### src/rtl/cfgld_pkg.sv
package cfgld_pkg;
  localparam int BYTE_W = 8;
  localparam logic [BYTE_W-1:0] MARK_HI = 8'hFF;
  localparam logic [3:0] MARK_LO_TOP = 4'h2;

  typedef enum logic [1:0] {
    HUNT_SCAN,
    HUNT_CAND,
    HUNT_LOCK
  } hunt_state_e;
endpackage

### src/rtl/cfgld_hunter.sv
module cfgld_hunter
  import cfgld_pkg::*;
#(
  parameter int LEN_NIBBLE = 0
) (
  input  logic              clk,
  input  logic              rst_n,
  input  logic              restart,
  input  logic              fire,
  input  logic [BYTE_W-1:0] data,
  output logic              locked,
  output logic              load_pair,
  output logic              load_one
);
  localparam logic [BYTE_W-1:0] MARK_LO = {MARK_LO_TOP, 4'(LEN_NIBBLE)};

  hunt_state_e state_q, state_d;
  logic is_hi, is_lo;

  assign is_hi = (data == MARK_HI);
  assign is_lo = (data == MARK_LO);

  always_comb begin
    state_d   = state_q;
    load_pair = 1'b0;
    load_one  = 1'b0;
    case (state_q)
      HUNT_SCAN: if (fire && is_hi) state_d = HUNT_CAND;
      HUNT_CAND: begin
        if (fire) begin
          if (is_lo) begin
            state_d   = HUNT_LOCK;
            load_pair = 1'b1;
          end else if (!is_hi) begin
            state_d = HUNT_SCAN;
          end
        end
      end
      HUNT_LOCK: load_one = fire;
      default:   state_d = HUNT_SCAN;
    endcase
  end

  always_ff @(posedge clk or negedge rst_n) begin
    if (!rst_n)       state_q <= HUNT_SCAN;
    else if (restart) state_q <= HUNT_SCAN;
    else              state_q <= state_d;
  end

  assign locked = (state_q == HUNT_LOCK);
endmodule

### src/rtl/cfgld_serializer.sv
module cfgld_serializer
  import cfgld_pkg::*;
(
  input  logic              clk,
  input  logic              rst_n,
  input  logic              restart,
  input  logic              load_pair,
  input  logic              load_one,
  input  logic [BYTE_W-1:0] data,
  input  logic              tick,
  output logic              busy,
  output logic              sdata,
  output logic              strobe
);
  localparam int SH_W  = 2 * BYTE_W;
  localparam int CNT_W = $clog2(SH_W + 1);

  logic [SH_W-1:0]  sh_q;
  logic [CNT_W-1:0] cnt_q;

  assign busy = (cnt_q != '0);

  always_ff @(posedge clk or negedge rst_n) begin
    if (!rst_n) begin
      sh_q   <= '0;
      cnt_q  <= '0;
      sdata  <= 1'b1;
      strobe <= 1'b0;
    end else if (restart) begin
      sh_q   <= '0;
      cnt_q  <= '0;
      sdata  <= 1'b1;
      strobe <= 1'b0;
    end else begin
      sdata  <= 1'b1;
      strobe <= 1'b0;
      if (load_pair) begin
        sh_q  <= {MARK_HI, data};
        cnt_q <= CNT_W'(SH_W);
      end else if (load_one) begin
        sh_q  <= {data, {BYTE_W{1'b0}}};
        cnt_q <= CNT_W'(BYTE_W);
      end else if (busy && tick) begin
        sdata  <= sh_q[SH_W-1];
        strobe <= 1'b1;
        sh_q   <= {sh_q[SH_W-2:0], 1'b0};
        cnt_q  <= cnt_q - 1'b1;
      end
    end
  end
endmodule

### src/rtl/cfg_stream_loader.sv
module cfg_stream_loader
  import cfgld_pkg::*;
#(
  parameter int LEN_NIBBLE = 0
) (
  input  logic              clk,
  input  logic              rst_n,
  input  logic              restart_i,
  input  logic              in_valid_i,
  input  logic [BYTE_W-1:0] in_data_i,
  output logic              in_ready_o,
  input  logic              bit_tick_i,
  output logic              ser_data_o,
  output logic              ser_strobe_o,
  output logic              sync_found_o
);
  logic locked, load_pair, load_one, busy, fire;

  assign in_ready_o = locked ? !busy : 1'b1;
  assign fire       = in_valid_i && in_ready_o && !restart_i;

  cfgld_hunter #(.LEN_NIBBLE(LEN_NIBBLE)) hunt_i (
    .clk(clk), .rst_n(rst_n), .restart(restart_i), .fire(fire),
    .data(in_data_i), .locked(locked), .load_pair(load_pair), .load_one(load_one)
  );

  cfgld_serializer ser_i (
    .clk(clk), .rst_n(rst_n), .restart(restart_i), .load_pair(load_pair),
    .load_one(load_one), .data(in_data_i), .tick(bit_tick_i), .busy(busy),
    .sdata(ser_data_o), .strobe(ser_strobe_o)
  );

  assign sync_found_o = locked;
endmodule

### config.mk
export PLATFORM = sky130hd
export DESIGN_NAME = cfg_stream_loader
export DESIGN_NICKNAME = d
export VERILOG_FILES = /design/src/rtl/cfgld_pkg.sv /design/src/rtl/cfgld_hunter.sv /design/src/rtl/cfgld_serializer.sv /design/src/rtl/cfg_stream_loader.sv
export SDC_FILE = /design/constraint.sdc
export NUM_CORES = 1
export LEC_CHECK = 0
export BUFFER_PORTS_ARGS = -buffer_cell sky130_fd_sc_hd__clkbuf_2
export CORE_MARGIN = 3
export CORE_UTILIZATION = 45
export DETAILED_ROUTE_END_ITERATION = 7
export GPL_TIMING_DRIVEN = 0
export REMOVE_ABC_BUFFERS = 1
export SETUP_SLACK_MARGIN = 0.2
export SLEW_MARGIN = 30
export SYNTH_ARGS = -nofsm -noshare
export SYNTH_HDL_FRONTEND = slang
export SYNTH_SLANG_ARGS = --single-unit
### constraint.sdc
create_clock -name clk -period 2.09 [get_ports clk]
set_input_delay 0.5225 -clock clk [delete_from_list [all_inputs] [get_ports clk]]
set_output_delay 0.5225 -clock clk [all_outputs]
set_load 0.05 [all_outputs]
### After elaboration in Yosys (flattened, before gate mapping)

Index checks and enable logic that the tools add are counted.

* input port bits: 13
* logic and storage cells: 51
* bits in registers: 25

* eq/ne operators: 8
* reduce and logical (&&, ||, !) cells: 10
* add/sub/neg operators: 1
* multiplexer cells: 27

Operators with widths (count)
* 2-to-1 mux 16 bit: 4
* 2-to-1 mux 5 bit: 4
* 2-to-1 mux 1 bit: 13
* 2-to-1 mux 2 bit: 5
* == test 8 x 6 -> 1 bit, second input constant: 1
* == test 8 bit, second input constant: 1
* inequality test 3 x 2 -> 1 bit, second input constant: 2
* case mux 2 bit (3 select lines): 1
* nonzero test 5 bit: 1
* subtractor 5 x 1 -> 5 bit, second input constant: 1
* logical AND 1 bit: 4
* inequality test 4 bit, second input constant: 1
* AND reduction 4 bit: 1
* nonzero test 4 bit: 1
* == test 2 x 1 -> 1 bit, second input constant: 1
* == test 2 bit, second input constant: 1
* zero test 1 bit: 2
* zero test 2 bit: 1
* inequality test 2 bit, second input constant: 1

### Longest topological paths before layout

Gate-level depths: netlist of the first run.

* depth in word-level cells: 9
* gate-level depth with buffers: 9
* depth with buffers taken out: 6

### Hierarchy

From an unflattened synthesis of the first run, not the netlist that was laid out.

* cell total of the unflattened synthesis: 148
* area, all modules: 1397.6 um^2

Modules (own cells, without submodules)
* cfgld_serializer: times used 1, cells an instance 131, area an instance 1221.2 um^2
* cfgld_hunter: times used 1, cells an instance 15, area an instance 163.9 um^2
* cfg_stream_loader: times used 1, cells an instance 2, area an instance 12.5 um^2

### Least setup slack after synthesis of the first run

No wires, ideal clock.

* path type: reg-to-output
* start: register hunt_i.state_q[0]
* end: output in_ready_o
* cell stages (with the launch flop): 3
* setup slack: -105 ps
* path buffers: 0
* data required time: 1567 ps
* arrival time: 1673 ps
* path through: dfrtp_1 > nor2b_1 > nand2_1

* word-level cells in the longest chain between the ends: 2

RTL lines
* start, declared: RTL line cfgld_hunter.sv:17 `hunt_state_e state_q, state_d;`
* start signal, assigned: RTL line cfgld_hunter.sv:47 `else state_q <= state_d;`
* == test 2 bit: RTL line cfgld_hunter.sv:50 `assign locked = (state_q == HUNT_LOCK);`
* via sync_found_o: RTL line cfg_stream_loader.sv:15 `output logic sync_found_o`
* 2-to-1 mux 1 bit: RTL line cfg_stream_loader.sv:19 `assign in_ready_o = locked ? !busy : 1'b1;`
* end, declared: RTL line cfg_stream_loader.sv:11 `output logic in_ready_o,`

The timed path passes the listed nets, and every way through them passes these cells.

### Worst setup path after layout of the first run

* start: register ser_i.cnt_q[0]
* end: output in_ready_o

* word-level cells in the longest chain between the ends: 3

RTL lines
* start, declared: RTL line cfgld_serializer.sv:19 `logic [CNT_W-1:0] cnt_q;`
* start signal, assigned: RTL line cfgld_serializer.sv:39 `cnt_q <= CNT_W'(SH_W);`
* start signal, assigned: RTL line cfgld_serializer.sv:42 `cnt_q <= CNT_W'(BYTE_W);`
* start signal, assigned: RTL line cfgld_serializer.sv:47 `cnt_q <= cnt_q - 1'b1;`
* nonzero test 5 bit: RTL line cfgld_serializer.sv:21 `assign busy = (cnt_q != '0);`
* zero test 1 bit: RTL line cfg_stream_loader.sv:19
* 2-to-1 mux 1 bit: RTL line cfg_stream_loader.sv:19

No other way between the ends.

==> results.tsv, run 1 <==
stage	metric	value	unit
clocking	cts_inserted_buffers	3	
setup_path	startpoint_type	register	
sta	tightest_slew	635.0	ps
placed_design	placed_area	1306	um^2
global_routing	antenna_found_initial	0	
setup_path	cp.arrival	1680	ps
placed_design	numPortBuffers	16	
sta	relSlewSlack	0.5767	
outcome	violations	negative setup slack	
pwr	combPwrFrac	0.364	
setup_path	crit_required	1570	ps
min_path	hp-class	primary input to async pin	
setup_path	reg2reg_to	ser_i.sh_q[7]	
sta	setup_slack	-107.9	ps
clocking	root_buffer	clkbuf_4	
global_routing	grt.total_usage	0.1807	
die	design.core.area	2545	um^2
die	top_level_ports	17	
pwr	seq_power_share	0.448	
drt	viasPerCell	5.805	
yosys	ys_seq_area_frac	0.5061	
yosys	syn_avg_cell_area	9.677	um^2
die	rows	18	
setup_path	cpMaxStageDelayCell	or4b_4	
outcome	status	finished with violations	
yosys	yosysUniqueCellTypes	29	
yosys	postSynthCellCount	128	
cells_and_area	fin_area	1551	um^2
cells_and_area	multi_input_area	625.6	um^2
cells_and_area	nFillCells	230	
sta	max_freq	455.0	MHz
drt	drt_first_pass_iters	4	
clocking	clkTransAtPathRegs	140	ps
setup_path	timing.rr.start	ser_i.cnt_q[0]	
sta	period_needed	2198	ps
die	dieWidth	58.47	um
pwr	internal_power	0.7719	mW
drt	routed_wl	2874	um
clocking	clkLatencyLatePin	320	ps
setup_path	max_stage_delay	490	ps
sta	setup-tns-final	-107.9	ps
setup_path	path_depth	5	
cells_and_area	nets	170	
pwr	ir_worst_vdd	535.3	uV
pwr	power.density	758.7	nW/um^2
job	max-cap-violations	0	
sta	rsz0062_at_grt	true	
sta	finClkSkew	2.110	ps
cells_and_area	layout_common_cells	dfrtp_1, nand2_1, clkbuf_2, buf_4, a21oi_1	
pwr	pwr-share-clk	0.189	
drt	vias	1074	
yosys	ys.warnings.count	0	
sta	finalHoldViolCount	0	
die	start_util	0.4867	
setup_path	crit_chain	inv_2 > ha_4 > or4b_4 > nand2_4 > clkbuf_16	
die	design.die.area	3418	um^2
global_routing	grt_start_max_net_pins	26	
yosys	synth-seq-cells	25	
sta	finalCritPeriodShare	1.052	
cells_and_area	layout.area.seq	626.9	um^2
clocking	cts_sinks	25	
setup_path	path_delay_family	simple AND/OR/NAND/NOR gates	
clocking	htreeDepth	1	
setup_path	reg2reg_depth	8	
drt	drt_iter0_drc	33	
setup_path	cp_num_buf_inv	2	
drt	ant_nets	0	
clocking	clk_path_buf_depth	2	
sta	slew_violations	0	
die	fp.dieH	58.47	um
setup_path	critical_path_peak_fanout	2	
setup_path	rrSetupSlack	290	ps
pwr	swShare	0.3443	
placed_design	gp_congestion	0.7530	
global_routing	grt_pass1_vias	1077	
setup_path	critical_path_class	register to output pin	
clocking	cts_hold_buf	0	
drt	routedWlPerCell	15.54	um
cells_and_area	final_common_cell	dfrtp_1	
cells_and_area	area_delta_synth_final	25.25	%
drt	route.detailed.drc	0	
placed_design	place_hpwl	1778	um
yosys	synth_area	1239	um^2
cells_and_area	drive_above_1_share	0.3871	
global_routing	grt_first_pass_wirelength	4802	um
setup_path	critical_path.endpoint_type	output pin	
cells_and_area	diodes	0	
pwr	p_sw	0.4053	mW
sta	setup_viol	1	
global_routing	grt_remaining_overflow	0	
clocking	cts_tree	built	
pwr	power.leakage	0.6859	nW
==> logic make-up (layout without fill, tap and decap cells) <==
group | Yosys count | in the layout | share of synthesized area
AOI/OAI and AO/OA | 30 | 30 | 0.1747
xor gates and xnor gates | 1 | 1 | 0.007072
adders and majority gates | 1 | 1 | 0.01010
buffers and inverters | 12 | 38 | 0.05252
DFF | 25 | 25 | 0.5061
and+or+nand+nor | 59 | 60 | 0.2495
==> layer usage <==
metal  vias to the layer above  wire length (um)  share of wire  track usage
met5                         -                 0              0            0
met3                         6               113          0.039      0.01974
li1                        513                 -              -            -
met1                       532              1318           0.46       0.2437
met4                         0                46          0.016      0.07616
met2                        23              1395           0.49       0.2951
==> flip-flops by register name, indices dropped and copies added (netlist names) <==
register and count:
ser_i.sh_q 16, ser_i.cnt_q 5, hunt_i.state_q 2, ser_i.sdata 1
ser_i.strobe 1
==> worst max path at each step <==
stage,startpoint,end
after global placement,restart_i,ser_i.sh_q[9]
after CTS,ser_i.cnt_q[0],in_ready_o
after global routing,ser_i.cnt_q[0],in_ready_o
after detailed placement,restart_i,ser_i.sh_q[9]
after floorplan,hunt_i.state_q[0],in_ready_o
final,ser_i.cnt_q[0],in_ready_o
==> power groups by stage <==
stage / Clock [mW] / Sequential [mW] / Combinational, mW
after floorplan: 0 / 0.554 / 0.157
after global placement: 0 / 0.536 / 0.253
after detailed placement: 0 / 0.536 / 0.257
after CTS: 0.229 / 0.527 / 0.379
after global routing: 0.245 / 0.530 / 0.467
final: 0.222 / 0.527 / 0.428
==> cells in the mapped netlist <==
cell type  number  area (um^2)
nor3_1          5        25.02
dfstp_2         1        26.28
nand4_1         2        12.51
a211oi_1        1        7.510
buf_6           2        22.52
inv_1           4        15.01
nor4b_1         4        35.03
o21ai_2         3        26.28
nor4b_4         1        23.77
a21oi_2         6        52.55
or2_2           2        12.51
o21ai_1         2        10.01
a21oi_1         7        35.03
nor3b_1         1        7.510
or4b_1          1        10.01
o21ai_0         3        15.01
buf_2           4        20.02
nor2b_1         1        6.260
ha_1            1        12.51
dfrtp_1        24        600.6
and3_1          2        12.51
clkbuf_1        2        7.510
nand3_1         5        25.02
nand2_1        25        93.84
nor2_1          7        26.28
a221oi_1        7        61.31
or3_1           3        18.77
xor2_1          1        8.760
o31a_1          1        8.760
==> what timing repair did <==
item / in CTS / in global routing
endpoints found under the setup margin: 21 / 16
setup buffers: 9 / 5
pin swaps: 2 / 2
gates resized for setup: 15 / 9
gates cloned: 0 / 1
==> through the flow <==
stage               std cells  hold slack [ps]    util  setup WS (ps)  total power [mW]
finish                    185            190.5  0.6096         -107.9             1.177
global route              185            220.3  0.6096         -159.6             1.242
CTS                       179            206.2  0.5742         -97.16             1.135
detailed placement        166            464.8  0.5133         -427.7            0.7930
global placement          166            451.0  0.5133         -401.6            0.7883
floorplan                 120            226.9       -         -105.2            0.7113
==> final cells by class <==
cell class | instances | area share
multi-input combinational | 92 | 0.4032
sequential | 25 | 0.4040
tap | 30 | 0.02419
clock buffer | 4 | 0.01694
timing repair buffer | 30 | 0.1419
inverter | 4 | 0.009677
Note: power is estimated with default switching activity, not from simulation.
==> run 2: changes to the inputs <==
--- a/config.mk
+++ b/config.mk
@@ -6,10 +6,12 @@
 export NUM_CORES = 1
 export LEC_CHECK = 0
 export BUFFER_PORTS_ARGS = -buffer_cell sky130_fd_sc_hd__clkbuf_2
+export CAP_MARGIN = 20
 export CORE_MARGIN = 3
-export CORE_UTILIZATION = 45
+export CORE_UTILIZATION = 55
 export DETAILED_ROUTE_END_ITERATION = 7
 export GPL_TIMING_DRIVEN = 0
+export PLACE_DENSITY_LB_ADDON = 0.3
 export REMOVE_ABC_BUFFERS = 1
 export SETUP_SLACK_MARGIN = 0.2
 export SLEW_MARGIN = 30
==> run 2 against run 1 <==
Net effect:
- the run still ends with negative setup slack left
- first-iteration DRC count decreased by 36%
- routed wire length decreased by 9.7%
- core utilization increased by 9.1 points
- register-to-register slack got worse by 30 ps
- critical path depth unchanged
- highest routed layer unchanged
- clock skew increased by 1.8 ps
- largest power group unchanged
- worst hold slack improved by 6.4 ps
- global-route usage increased by 1.7 points
- count of clock-buffer cells in the layout decreased by 1
- die area decreased by 16%
- cell count decreased by 6.5%
- clock power decreased by 6%
==> results.tsv, run 2 (same netlist as run 1, synthesis figures left out) <==
stage	metric	value	unit	change
cells_and_area	largest_reg_flops	16		unchanged
cells_and_area	max_flop_register	ser_i.sh_q		
die	start_util	0.6066		+0.1199
clocking	cts_sinks	25		unchanged
clocking	root_buffer	clkbuf_4		
min_path	hp-class	primary input to async pin		
global_routing	grt_pass1_vias	939		-13%
setup_path	critical_path.endpoint_type	output pin		
drt	route.met2.wl	1276	um	-8.5%
drt	routedWlPerCell	15.01	um	-3.4%
cells_and_area	area_delta_synth_final	15.56	%	
die	fp.dieH	53.46	um	-8.6%
outcome	violations	negative setup slack		
drt	drt_first_pass_iters	4		unchanged
drt	ant_nets	0		unchanged
setup_path	crit_required	1570	ps	about the same
clocking	clkLatencyLatePin	310	ps	about the same
die	rows	16		-2
global_routing	grt_remaining_overflow	0		unchanged
sta	max_freq	466.1	MHz	+2.4%
die	top_level_ports	17		unchanged
cells_and_area	diodes	0		unchanged
sta	finalHoldViolCount	0		unchanged
clocking	clkTransAtPathRegs	130	ps	about the same
cells_and_area	top_regs	ser_i.sh_q: 16 flops, ser_i.cnt_q: 5 flops, hunt_i.state_q: 2 flops		
pwr	ir_worst_vdd	600.5	uV	+12%
cells_and_area	final_common_cell	dfrtp_1		
cells_and_area	nets	161		-5.3%
sta	rsz0062_at_grt	true		
setup_path	startpoint	ser_i.cnt_q[1]		
pwr	power.leakage	0.6280	nW	-8.4%
sta	setup_viol	1		unchanged
drt	routed_wl	2596	um	-9.7%
placed_design	numPortBuffers	16		unchanged
drt	wl_met3	96	um	-15%
sta	finalCritPeriodShare	1.027		-0.02503
drt	vias	1024		-4.7%
clocking	htreeDepth	1		unchanged
sta	period_needed	2146	ps	-52.31 ps
setup_path	critical_path_peak_fanout	2		unchanged
pwr	power.density	755.6	nW/um^2	-0.42%
cells_and_area	drive_above_1_share	0.3356		-0.05148
placed_design	gp_congestion	0.7442		-1.2%
clocking	cts_inserted_buffers	3		unchanged
setup_path	critical_path_class	register to output pin		
placed_design	place_hpwl	1754	um	-1.4%
setup_path	cp.arrival	1620	ps	-60 ps
global_routing	grt_start_max_net_pins	26		unchanged
global_routing	antenna_found_initial	0		unchanged
drt	drt_iter0_drc	21		-36%
die	design.core.area	2042	um^2	-20%
sta	tightest_slew	615.2	ps	-19.79 ps
drt	viasPerCell	5.919		+2.0%
sta	relSlewSlack	0.5899		+0.01319
clocking	cts_hold_buf	0		unchanged
outcome	status	finished with violations		
cells_and_area	layout_common_cells	dfrtp_1, nand2_1, clkbuf_2		
sta	slew_violations	0		unchanged
drt	routed.top_layer	met4		
cells_and_area	nFillCells	174		-24%
setup_path	startpoint_type	register		
job	max-cap-violations	0		unchanged
drt	wl_met1	1207	um	-8.4%
sta	setup_slack	-55.60	ps	+52.31 ps
sta	finClkSkew	3.888	ps	+1.777 ps
global_routing	grt_first_pass_wirelength	4105	um	-15%
die	design.die.area	2857	um^2	-16%
pwr	finalPower	1.082	mW	-8.1%
die	dieWidth	53.46	um	-8.6%
sta	hold_slack	196.9	ps	+6.403 ps
clocking	clk_path_buf_depth	2		unchanged
clocking	cts_tree	built		
global_routing	grt.total_usage	0.1974		+0.01665
setup_path	timing.rr.start	ser_i.cnt_q[1]		
drt	route.detailed.drc	0		unchanged
run 2: path summary, 6_finish.rpt:
check	depth (start not counted)	endpoint	slack, ps
min in group clk	3	ser_i.sh_q[14]	470
setup reg to reg	7	ser_i.sh_q[8]	260
hold reg to reg	1	hunt_i.state_q[0]	490
max in group asynchronous	1	ser_i.sh_q[12]	1500
hold / removal	1	hunt_i.state_q[1]	200
setup / recovery	5	in_ready_o	-60
run 2: stage by stage:
stage               setup TNS (ps)  setup slack [ps]  cell area (um^2)    util  instances
finish                      -55.60            -55.60              1431  0.7010        173
global route                -97.84            -97.84              1431  0.7010        173
CTS                         -67.41            -67.41              1400  0.6857        171
detailed placement           -4668            -419.2              1303  0.6379        163
global placement             -4071            -367.1              1303  0.6379        163
floorplan                   -105.2            -105.2              1189       -        120
run 2: critical path, cell delays in order (launching register included):
cell and delay [ps]:
dfrtp_1 420, inv_2 80, ha_4 130, or4b_4 460, nand2_2 90, buf_8 140
run 2: timing repair:
item	4_1_cts	5_1_grt
endpoints found under the setup margin	21	19
setup buffers	4	1
cloned	0	1
gates resized for setup	12	5
pin swaps	2	1
run 2: cell type report:
class                           instances  area (um^2)  area share
Sequential cell                        25        626.9      0.4379
Multi-Input combinational cell         92        600.6      0.4196
Timing Repair Buffer                   21        127.6     0.08916
Tap cell                               27        33.78     0.02360
Clock buffer                            3        22.52     0.01573
Inverter                                4        15.01     0.01049
Clock inverter                          1        5.005    0.003497
run 2: power by group:
| part | internal (mW) | leakage [nW] | switching [mW] |
|---|---|---|---|
| clock network | 0.0715 | 0.0177 | 0.137 |
| logic | 0.142 | 0.266 | 0.205 |
| registers | 0.506 | 0.344 | 0.0203 |
run 2: layer usage:
layer	vias to the layer above	GRT usage
li1	496	-
met1	504	0.2691
met2	22	0.3224
met3	2	0.02535
met4	0	0.06383
met5	-	0
==> run 3: changes to the inputs <==
--- a/config.mk
+++ b/config.mk
@@ -7,8 +7,10 @@
 export LEC_CHECK = 0
 export BUFFER_PORTS_ARGS = -buffer_cell sky130_fd_sc_hd__clkbuf_2
 export CAP_MARGIN = 20
+export CELL_PAD_IN_SITES_DETAIL_PLACEMENT = 1
+export CELL_PAD_IN_SITES_GLOBAL_PLACEMENT = 1
 export CORE_MARGIN = 3
-export CORE_UTILIZATION = 55
+export CORE_UTILIZATION = 43
 export DETAILED_ROUTE_END_ITERATION = 7
 export GPL_TIMING_DRIVEN = 0
 export PLACE_DENSITY_LB_ADDON = 0.3
==> run 3 against run 2 <==
Net effect:
- the run still ends with negative setup slack left
- highest routed layer unchanged
- design area increased by 4.0%
- clock power up 7%
- cell count is 4.0% higher
- register-to-register slack hardly changed
- sequential share of layout area decreased by 1.7 points
- core utilization down 13 points
- largest power group unchanged
- maximum frequency decreased by 2.1%
- die area grew 25%
- critical path depth unchanged
==> results.tsv, run 3 (same netlist as run 1, synthesis figures left out) <==
stage	metric	value	unit	change
setup_path	reg2reg_to	ser_i.sh_q[9]		
outcome	violations	negative setup slack		
sta	setup_slack	-102.0	ps	-46.38 ps
setup_path	reg2reg_depth	7		unchanged
clocking	clkTransAtPathRegs	140	ps	about the same
placed_design	gp_congestion	0.7533		+1.2%
clocking	cts_tree	built		
drt	viasPerCell	5.783		-2.3%
placed_design	place_hpwl	1963	um	+12%
clocking	cts_sinks	25		unchanged
sta	relSlewSlack	0.5909		+0.0009750
setup_path	critical_path_peak_fanout	2		unchanged
cells_and_area	final_common_cell	dfrtp_1		
setup_path	critical_path.endpoint_type	output pin		
die	top_level_ports	17		unchanged
clocking	cts_hold_buf	0		unchanged
die	rows	18		+2
drt	vias	1041		+1.7%
cells_and_area	utilization	0.5699		-0.1311
setup_path	rrSetupSlack	270	ps	about the same
cells_and_area	nFillCells	311		+79%
global_routing	grt_start_max_net_pins	26		unchanged
drt	routed_wl	3046	um	+17%
drt	drt_iter0_drc	33		+57%
job	max-cap-violations	0		unchanged
sta	finClkSkew	2.454	ps	-1.434 ps
pwr	ir_worst_vdd	638.3	uV	+6.3%
sta	rsz0062_at_grt	true		
sta	tightest_slew	613.7	ps	-1.462 ps
sta	period_needed	2192	ps	+46.38 ps
setup_path	crit_chain	inv_2 > ha_4 > or4b_4 > nand2_4 > buf_8		
clocking	clk_path_buf_depth	2		unchanged
die	dieWidth	59.67	um	+12%
drt	drt_first_pass_iters	4		unchanged
outcome	status	finished with violations		
drt	routedWlPerCell	16.92	um	+13%
die	fp.dieH	59.67	um	+12%
global_routing	grt_first_pass_wirelength	5043	um	+23%
setup_path	max_stage_delay	490	ps	+30 ps
placed_design	numPortBuffers	16		unchanged
drt	ant_nets	0		unchanged
sta	setup-tns-final	-102.0	ps	-46.38 ps
pwr	power.leakage	0.6485	nW	+3.3%
sta	finalCritPeriodShare	1.049		+0.02219
die	design.core.area	2613	um^2	+28%
setup_path	critical_path_class	register to output pin		
clocking	cts_inserted_buffers	3		unchanged
sta	finalHoldViolCount	0		unchanged
cells_and_area	layout_common_cells	dfrtp_1, nand2_1, clkbuf_2, buf_4		
cells_and_area	largest_reg_flops	16		unchanged
sta	slew_violations	0		unchanged
global_routing	antenna_found_initial	0		unchanged
min_path	hp-class	primary input to async pin		
sta	setup_viol	1		unchanged
sta	hold_slack	179.8	ps	-17.13 ps
cells_and_area	top_regs	ser_i.sh_q: 16 flops, ser_i.cnt_q: 5 flops, hunt_i.state_q: 2 flops		
clocking	htreeDepth	1		unchanged
setup_path	cp.arrival	1670	ps	+50 ps
global_routing	grt_pass1_vias	1155		+23%
sta	max_freq	456.2	MHz	-2.1%
die	design.die.area	3561	um^2	+25%
cells_and_area	max_flop_register	ser_i.sh_q		
setup_path	startpoint_type	register		
cells_and_area	area_delta_synth_final	20.20	%	
die	start_util	0.4741		-0.1325
setup_path	crit_required	1570	ps	about the same
clocking	root_buffer	clkbuf_4		
cells_and_area	nets	165		+2.5%
setup_path	timing.rr.start	ser_i.cnt_q[0]		
cells_and_area	drive_above_1_share	0.3667		+0.03105
cells_and_area	diodes	0		unchanged
global_routing	grt.total_usage	0.1867		-0.01063
setup_path	cpMaxStageDelayCell	or4b_4		
pwr	power.density	784.6	nW/um^2	+3.8%
clocking	clkLatencyLatePin	320	ps	about the same
drt	route.detailed.drc	0		unchanged
global_routing	grt_remaining_overflow	0		unchanged
==> run 3: cell type report <==
type,instances,area (um^2),area share
clock buffers,3,22.52,0.01513
clock inverters,1,7.507,0.005042
inverters,4,15.01,0.01008
multi-input cells,92,619.3,0.4160
flip-flops and latches,25,626.9,0.4210
well taps,30,37.54,0.02521
repair buffers,25,160.2,0.1076
==> run 3: worst max-delay path, delay by kind of cell (launching register included) <==
family / cells / cell delay (ps)
adders and majority gates: 1 / 120
buffers and inverters: 2 / 220
DFF: 1 / 430
and+or+nand+nor: 2 / 580
==> run 3: power by group <==
| group | internal (mW) | switching (mW) |
|---|---|---|
| registers | 0.506 | 0.0209 |
| logic | 0.179 | 0.240 |
| clock network | 0.0732 | 0.149 |
| total | 0.758 | 0.410 |
==> run 3: how the worst max path moves through the flow <==
stage | startpoint | to | slack (ps) | cells past startpoint
final | ser_i.cnt_q[0] | in_ready_o | -100 | 5
after global routing | ser_i.cnt_q[0] | in_ready_o | -140 | 5
after CTS | ser_i.cnt_q[0] | in_ready_o | -100 | 5
after detailed placement | restart_i | ser_i.sh_q[8] | -380 | 5
after global placement | restart_i | ser_i.sh_q[8] | -360 | 5
after floorplan | hunt_i.state_q[0] | in_ready_o | -110 | 2
==> run 3: metal layers <==
| metal | vias to the layer above | global-route usage | share of wire |
|---|---|---|---|
| met3 | 4 | 0.02808 | 0.031 |
| met1 | 522 | 0.2311 | 0.45 |
| met2 | 14 | 0.3225 | 0.51 |
| met5 | - | 0 | 0 |
| met4 | 0 | 0.07595 | 0.011 |
| li1 | 501 | - | - |
==> run 3: repair_timing <==
| item | in CTS | in global routing |
|---|---|---|
| endpoints found under the hold margin | 0 | 0 |
| pin swaps | 2 | 1 |
| buffers inserted | 8 | 1 |
| cloned | 0 | 1 |
| gates resized for setup | 13 | 11 |
| endpoints found under the setup margin | 21 | 16 |
==> run 3: through the flow <==
step	setup slack [ps]	cells	power (mW)	instance area, um^2
6_report	-102.0	180	1.168	1489
3_5_place_dp	-376.8	166	0.7943	1306
3_3_place_gp	-357.9	166	0.7875	1306
5_1_grt	-141.1	180	1.233	1489
2_1_floorplan	-105.2	120	0.7113	1189
4_1_cts	-99.45	178	1.135	1441
